$ cat src/rtl/tmr_irq_pkg.sv
package tmr_irq_pkg;
  localparam int NSRC  = 8;
  localparam int IDX_W = $clog2(NSRC);
  localparam int VEC_W = 4;
  localparam int RSV_BIT = 1;
  localparam logic [NSRC-1:0] IMPL_MASK = ~(NSRC'(1) << RSV_BIT);

  // Fixed vector per flag position; bit 7 has the lowest vector.
  function automatic logic [VEC_W-1:0] vec_of(input logic [IDX_W-1:0] idx);
    logic [VEC_W-1:0] v;
    case (idx)
      3'd7:    v = 4'h3;
      3'd6:    v = 4'h4;
      3'd5:    v = 4'h5;
      3'd4:    v = 4'h6;
      3'd3:    v = 4'h7;
      3'd2:    v = 4'h8;
      3'd0:    v = 4'h9;
      default: v = 4'h0;
    endcase
    return v;
  endfunction
endpackage

$ cat src/rtl/tmr_irq_flags.sv
module tmr_irq_flags
  import tmr_irq_pkg::*;
(
  input  logic            clk,
  input  logic            rst_n,
  input  logic [NSRC-1:0] set_i,
  input  logic [NSRC-1:0] wclr_i,
  input  logic [NSRC-1:0] hclr_i,
  output logic [NSRC-1:0] flags_o
);
  logic [NSRC-1:0] flags_q, flags_d;
  logic            upd_en;

  always_comb begin
    // set has priority over both clear paths
    flags_d = ((flags_q & ~wclr_i & ~hclr_i) | set_i) & IMPL_MASK;
    upd_en  = |{set_i, wclr_i, hclr_i};
  end

  always_ff @(posedge clk or negedge rst_n) begin
    if (!rst_n)      flags_q <= '0;
    else if (upd_en) flags_q <= flags_d;
  end

  assign flags_o = flags_q;
endmodule

$ cat src/rtl/tmr_irq_mask.sv
module tmr_irq_mask
  import tmr_irq_pkg::*;
(
  input  logic            clk,
  input  logic            rst_n,
  input  logic            wr_en_i,
  input  logic [NSRC-1:0] wdata_i,
  output logic [NSRC-1:0] mask_o
);
  logic [NSRC-1:0] mask_q, mask_d;

  always_comb mask_d = wdata_i & IMPL_MASK;

  always_ff @(posedge clk or negedge rst_n) begin
    if (!rst_n)       mask_q <= '0;
    else if (wr_en_i) mask_q <= mask_d;
  end

  assign mask_o = mask_q;
endmodule

$ cat src/rtl/tmr_irq_arb.sv
module tmr_irq_arb
  import tmr_irq_pkg::*;
(
  input  logic             clk,
  input  logic             rst_n,
  input  logic [NSRC-1:0]  qual_i,
  input  logic             ack_i,
  output logic             req_o,
  output logic [VEC_W-1:0] vec_o,
  output logic [NSRC-1:0]  clr_o
);
  logic             held_q, held_d;
  logic [IDX_W-1:0] idx_q, idx_d;
  logic             win_any;
  logic [IDX_W-1:0] win_idx;
  logic             live, accept, upd_en;

  // Highest bit position wins (lowest vector); scan upward, last hit kept.
  always_comb begin
    win_any = 1'b0;
    win_idx = '0;
    for (int i = 0; i < NSRC; i++) begin
      if (qual_i[i]) begin
        win_any = 1'b1;
        win_idx = IDX_W'(i);
      end
    end
  end

  always_comb begin
    live   = held_q && qual_i[idx_q];
    accept = ack_i && live;
    held_d = held_q;
    idx_d  = idx_q;
    if (accept || (held_q && !qual_i[idx_q])) begin
      held_d = 1'b0;
    end else if (!held_q && win_any) begin
      held_d = 1'b1;
      idx_d  = win_idx;
    end
    upd_en = (held_d != held_q) || (idx_d != idx_q);
  end

  always_ff @(posedge clk or negedge rst_n) begin
    if (!rst_n) begin
      held_q <= 1'b0;
      idx_q  <= '0;
    end else if (upd_en) begin
      held_q <= held_d;
      idx_q  <= idx_d;
    end
  end

  assign req_o = live;
  assign vec_o = vec_of(idx_q);
  assign clr_o = accept ? (NSRC'(1) << idx_q) : '0;
endmodule

$ cat src/rtl/tmr_irq_unit.sv
module tmr_irq_unit
  import tmr_irq_pkg::*;
#(
  parameter int                ADDR_W    = 6,
  parameter logic [ADDR_W-1:0] FLAG_ADDR = 6'h38,
  parameter logic [ADDR_W-1:0] MASK_ADDR = 6'h39
) (
  input  logic              clk,
  input  logic              rst_n,
  input  logic [NSRC-1:0]   evt_i,
  input  logic [ADDR_W-1:0] io_addr,
  input  logic              io_wr,
  input  logic [NSRC-1:0]   io_wdata,
  output logic [NSRC-1:0]   io_rdata,
  input  logic              global_ie,
  output logic              irq_req,
  output logic [VEC_W-1:0]  irq_vec,
  input  logic              irq_ack
);
  logic            rst_m, rst_s;
  logic            sel_flag, sel_mask;
  logic [NSRC-1:0] wclr, hclr, flags, mask, qual;

  // asynchronous assert, synchronous release
  always_ff @(posedge clk or negedge rst_n) begin
    if (!rst_n) begin
      rst_m <= 1'b0;
      rst_s <= 1'b0;
    end else begin
      rst_m <= 1'b1;
      rst_s <= rst_m;
    end
  end

  always_comb begin
    sel_flag = (io_addr == FLAG_ADDR);
    sel_mask = (io_addr == MASK_ADDR);
    wclr     = (io_wr && sel_flag) ? io_wdata : '0;
    qual     = flags & mask & {NSRC{global_ie}};
    if (sel_flag)      io_rdata = flags;
    else if (sel_mask) io_rdata = mask;
    else               io_rdata = '0;
  end

  tmr_irq_flags i_flags (
    .clk    (clk),
    .rst_n  (rst_s),
    .set_i  (evt_i & IMPL_MASK),
    .wclr_i (wclr),
    .hclr_i (hclr),
    .flags_o(flags)
  );

  tmr_irq_mask i_mask (
    .clk    (clk),
    .rst_n  (rst_s),
    .wr_en_i(io_wr && sel_mask),
    .wdata_i(io_wdata),
    .mask_o (mask)
  );

  tmr_irq_arb i_arb (
    .clk   (clk),
    .rst_n (rst_s),
    .qual_i(qual),
    .ack_i (irq_ack),
    .req_o (irq_req),
    .vec_o (irq_vec),
    .clr_o (hclr)
  );
endmodule

$ cat config.mk
export PLATFORM = sky130hd
export DESIGN_NAME = tmr_irq_unit
export DESIGN_NICKNAME = d
export VERILOG_FILES = /design/src/rtl/tmr_irq_pkg.sv /design/src/rtl/tmr_irq_flags.sv /design/src/rtl/tmr_irq_mask.sv /design/src/rtl/tmr_irq_arb.sv /design/src/rtl/tmr_irq_unit.sv
export SDC_FILE = /design/constraint.sdc
export NUM_CORES = 1
export LEC_CHECK = 0
export ABC_AREA = 1
export BUFFER_PORTS_ARGS = -buffer_cell sky130_fd_sc_hd__buf_2
export CORE_MARGIN = 2
export CORE_UTILIZATION = 40
export DETAILED_ROUTE_END_ITERATION = 6
export GPL_TIMING_DRIVEN = 1
export MAX_ROUTING_LAYER = met4
export SLEW_MARGIN = 25
export SYNTH_ARGS = -nofsm -noshare
export SYNTH_HDL_FRONTEND = slang
export SYNTH_HIERARCHICAL = 1
export SYNTH_SLANG_ARGS = --single-unit
$ cat constraint.sdc
create_clock -name clk -period 2.5 [get_ports clk]
set_clock_uncertainty 0.05 [all_clocks]
set_input_delay 0.125 -clock clk [delete_from_list [all_inputs] [get_ports clk]]
set_output_delay 0.125 -clock clk [all_outputs]
set_load 0.005 [all_outputs]
==> results.json <==
{
  "wirelength_mm": 3.34,
  "holdCritPathClass": "in2async",
  "critical_path.max_stage_delay_ns": 0.56,
  "postSynthCellCount": 218,
  "ctsResizeCount": 0,
  "core_region_area_um2": 3360,
  "commonest_non_fill_non_tap_cells_in_the_layout": "sky130_fd_sc_hd__nand2_1 (79), sky130_fd_sc_hd__buf_2 (36), sky130_fd_sc_hd__nor2_1 (34)",
  "clk-insertion-delay-late_ns": 0.29,
  "fillerInstances": 397,
  "rsz0062_at_grt": "false",
  "post_route_cells_drive_above_1_share_pct": 20.1,
  "max_clock_freq_ghz": 0.575,
  "number_of_nets_in_the_final_layout": 296,
  "top_level_ports": 40,
  "route.detailed.drc": 0,
  "critPathTopFamily": "flip-flops",
  "detail_route.vias_per_cell": 4.51,
  "critical_path.startpoint": "i_arb/idx_q[0]",
  "critical_path.endpoint_type": "primary output",
  "timing.critical_path.buf_inv": 2,
  "vias": 1416,
  "syn_to_final_growth_pct": 26.4,
  "critical_path_at_ns": 1.56,
  "multi_input_comb_area_um2": 733,
  "ctsRootBufferMaster": "sky130_fd_sc_hd__clkbuf_4",
  "fp.dieW_um": 63.3,
  "leakage_power_summed_over_all_cells_nw": 0.999,
  "setup_slack_ns": 0.761,
  "antenna-diode-count": 0,
  "setup-tns-final_ns": 0,
  "report.final.hold_viol_count": 0,
  "status": "completed",
  "globalplace.congestion": 0.837,
  "mostFrequentLayoutCell": "sky130_fd_sc_hd__nand2_1",
  "cts_post_setup_buffers_inserted": 0,
  "buffer_ports.inserted": 36,
  "synth.avg_cell_area_um2": 6.45,
  "crit_fanout": 10,
  "grt_pass1_wl_mm": 5.90,
  "syn-cell-area_um2": 1410,
  "grt_pass1_vias": 1349,
  "cts_buffer_depth": 2,
  "cts_tree": "yes",
  "cts.sink_count": 20,
  "initialDrtViolationCount": 89,
  "residual_antenna_violating_net_count_after_detailed_routing": 0,
  "worstPathRequired_ns": 2.33,
  "ys.warnings.count": 6,
  "design.die.area_um2": 4010,
  "dpl.hpwl_mm": 2.49,
  "grt_usage_pct": 19.1,
  "synth.net_count": 245,
  "dpl_worst_slack_ns": 0.863,
  "crit_path_top_delay_cell": "sky130_fd_sc_hd__dfrtp_1",
  "detailedRoute.firstPassIterationCount": 4,
  "start_util_pct": 41.8,
  "sequential_cell_area_um2": 500,
  "vdd_ir_drop_max_mv": 0.373,
  "timing.rr.start": "i_arb/idx_q[0]",
  "power_density_nw_per_um2": 567,
  "path_class": "reg2out",
  "floorplan_die_height_um": 63.3,
  "setup_viol_count_final": 0,
  "finalMaxSlewViolations": 0,
  "min_period_ns": 1.74,
  "setup.worst_path.start_class": "flop",
  "wl_per_cell_um": 10.6,
  "tritoncts.num_buffers": 3,
  "slew-limit-headroom_pct": 48.5,
  "grt_antenna_before_repair": 0,
  "cp_common_cell": "sky130_fd_sc_hd__nand2_1",
  "post-route-period-util_pct": 69.6,
  "row_count": 21,
  "holdBufCountCts": 15,
  "maxCapViolCount": 0,
  "worst_slew_pin_slew_ns": 0.772,
  "grt_max_degree": 19,
  "cells_along_the_critical_path": "inv_8, nand2_1, nand2_1, nand2_1, nand2_2, nand2_2, a21oi_1, buf_2",
  "globalRouteOverflowTotal": 0,
  "cts.htree.levels": 1,
  "clk_pin_slew_worst_paths_ns": 0.11
}
[sequential cells by signal (all words and copies together) (netlist names)]
| signal | cells |
|---|---|
| rst_s | 1 |
| i_flags/flags_o | 7 |
| i_mask/mask_o | 7 |
| i_arb/idx_q | 3 |
| rst_m | 1 |
| i_arb/held_q | 1 |
[power by group]
group | internal (mW) | switching, mW
clock | 0.0887 | 0.0990
sequential | 0.370 | 0.0899
combinational | 0.148 | 0.212
total | 0.607 | 0.400
[stage by stage]
stage | util, % | std cells | instance area (µm²) | hold slack, ns | total power [mW]
after floorplan | - | 218 | 1410 | -0.221 | 0.692
after global placement | 47.3 | 295 | 1590 | -0.138 | 0.806
after detailed placement | 47.3 | 295 | 1590 | -0.140 | 0.806
after CTS | 52.9 | 314 | 1780 | 0.0514 | 1.02
after global routing | 52.9 | 314 | 1780 | 0.0860 | 1.10
final | 52.9 | 314 | 1780 | 0.0642 | 1.01
[per-layer routing]
layer | GRT usage [%] | part of all wire, %
met2 | 30.5 | 46
met3 | 2.68 | 5.0
met5 | - | 0
met1 | 25.7 | 48
met4 | 5.16 | 0.63
[worst paths after layout]
path | to | slack [ns] | depth (start not counted)
max | irq_req | 0.76 | 8
max reg2reg | i_flags/flags_o[6] | 0.80 | 10
min in group clk | i_arb/held_q | 0.13 | 4
max in group asynchronous | i_mask/mask_o[6] | 1.65 | 0
min | rst_s | 0.06 | 2
min reg2reg | i_arb/idx_q[2] | 0.28 | 0
[layout make-up]
type,instances,area share [%]
Multi-Input combinational cell,163,41.2
Sequential cell,20,28.1
Timing Repair Buffer,51,18.6
Inverter,30,6.76
Tap cell,46,3.24
Clock buffer,4,2.04
No activity file was read; power rests on OpenSTA's default activity.
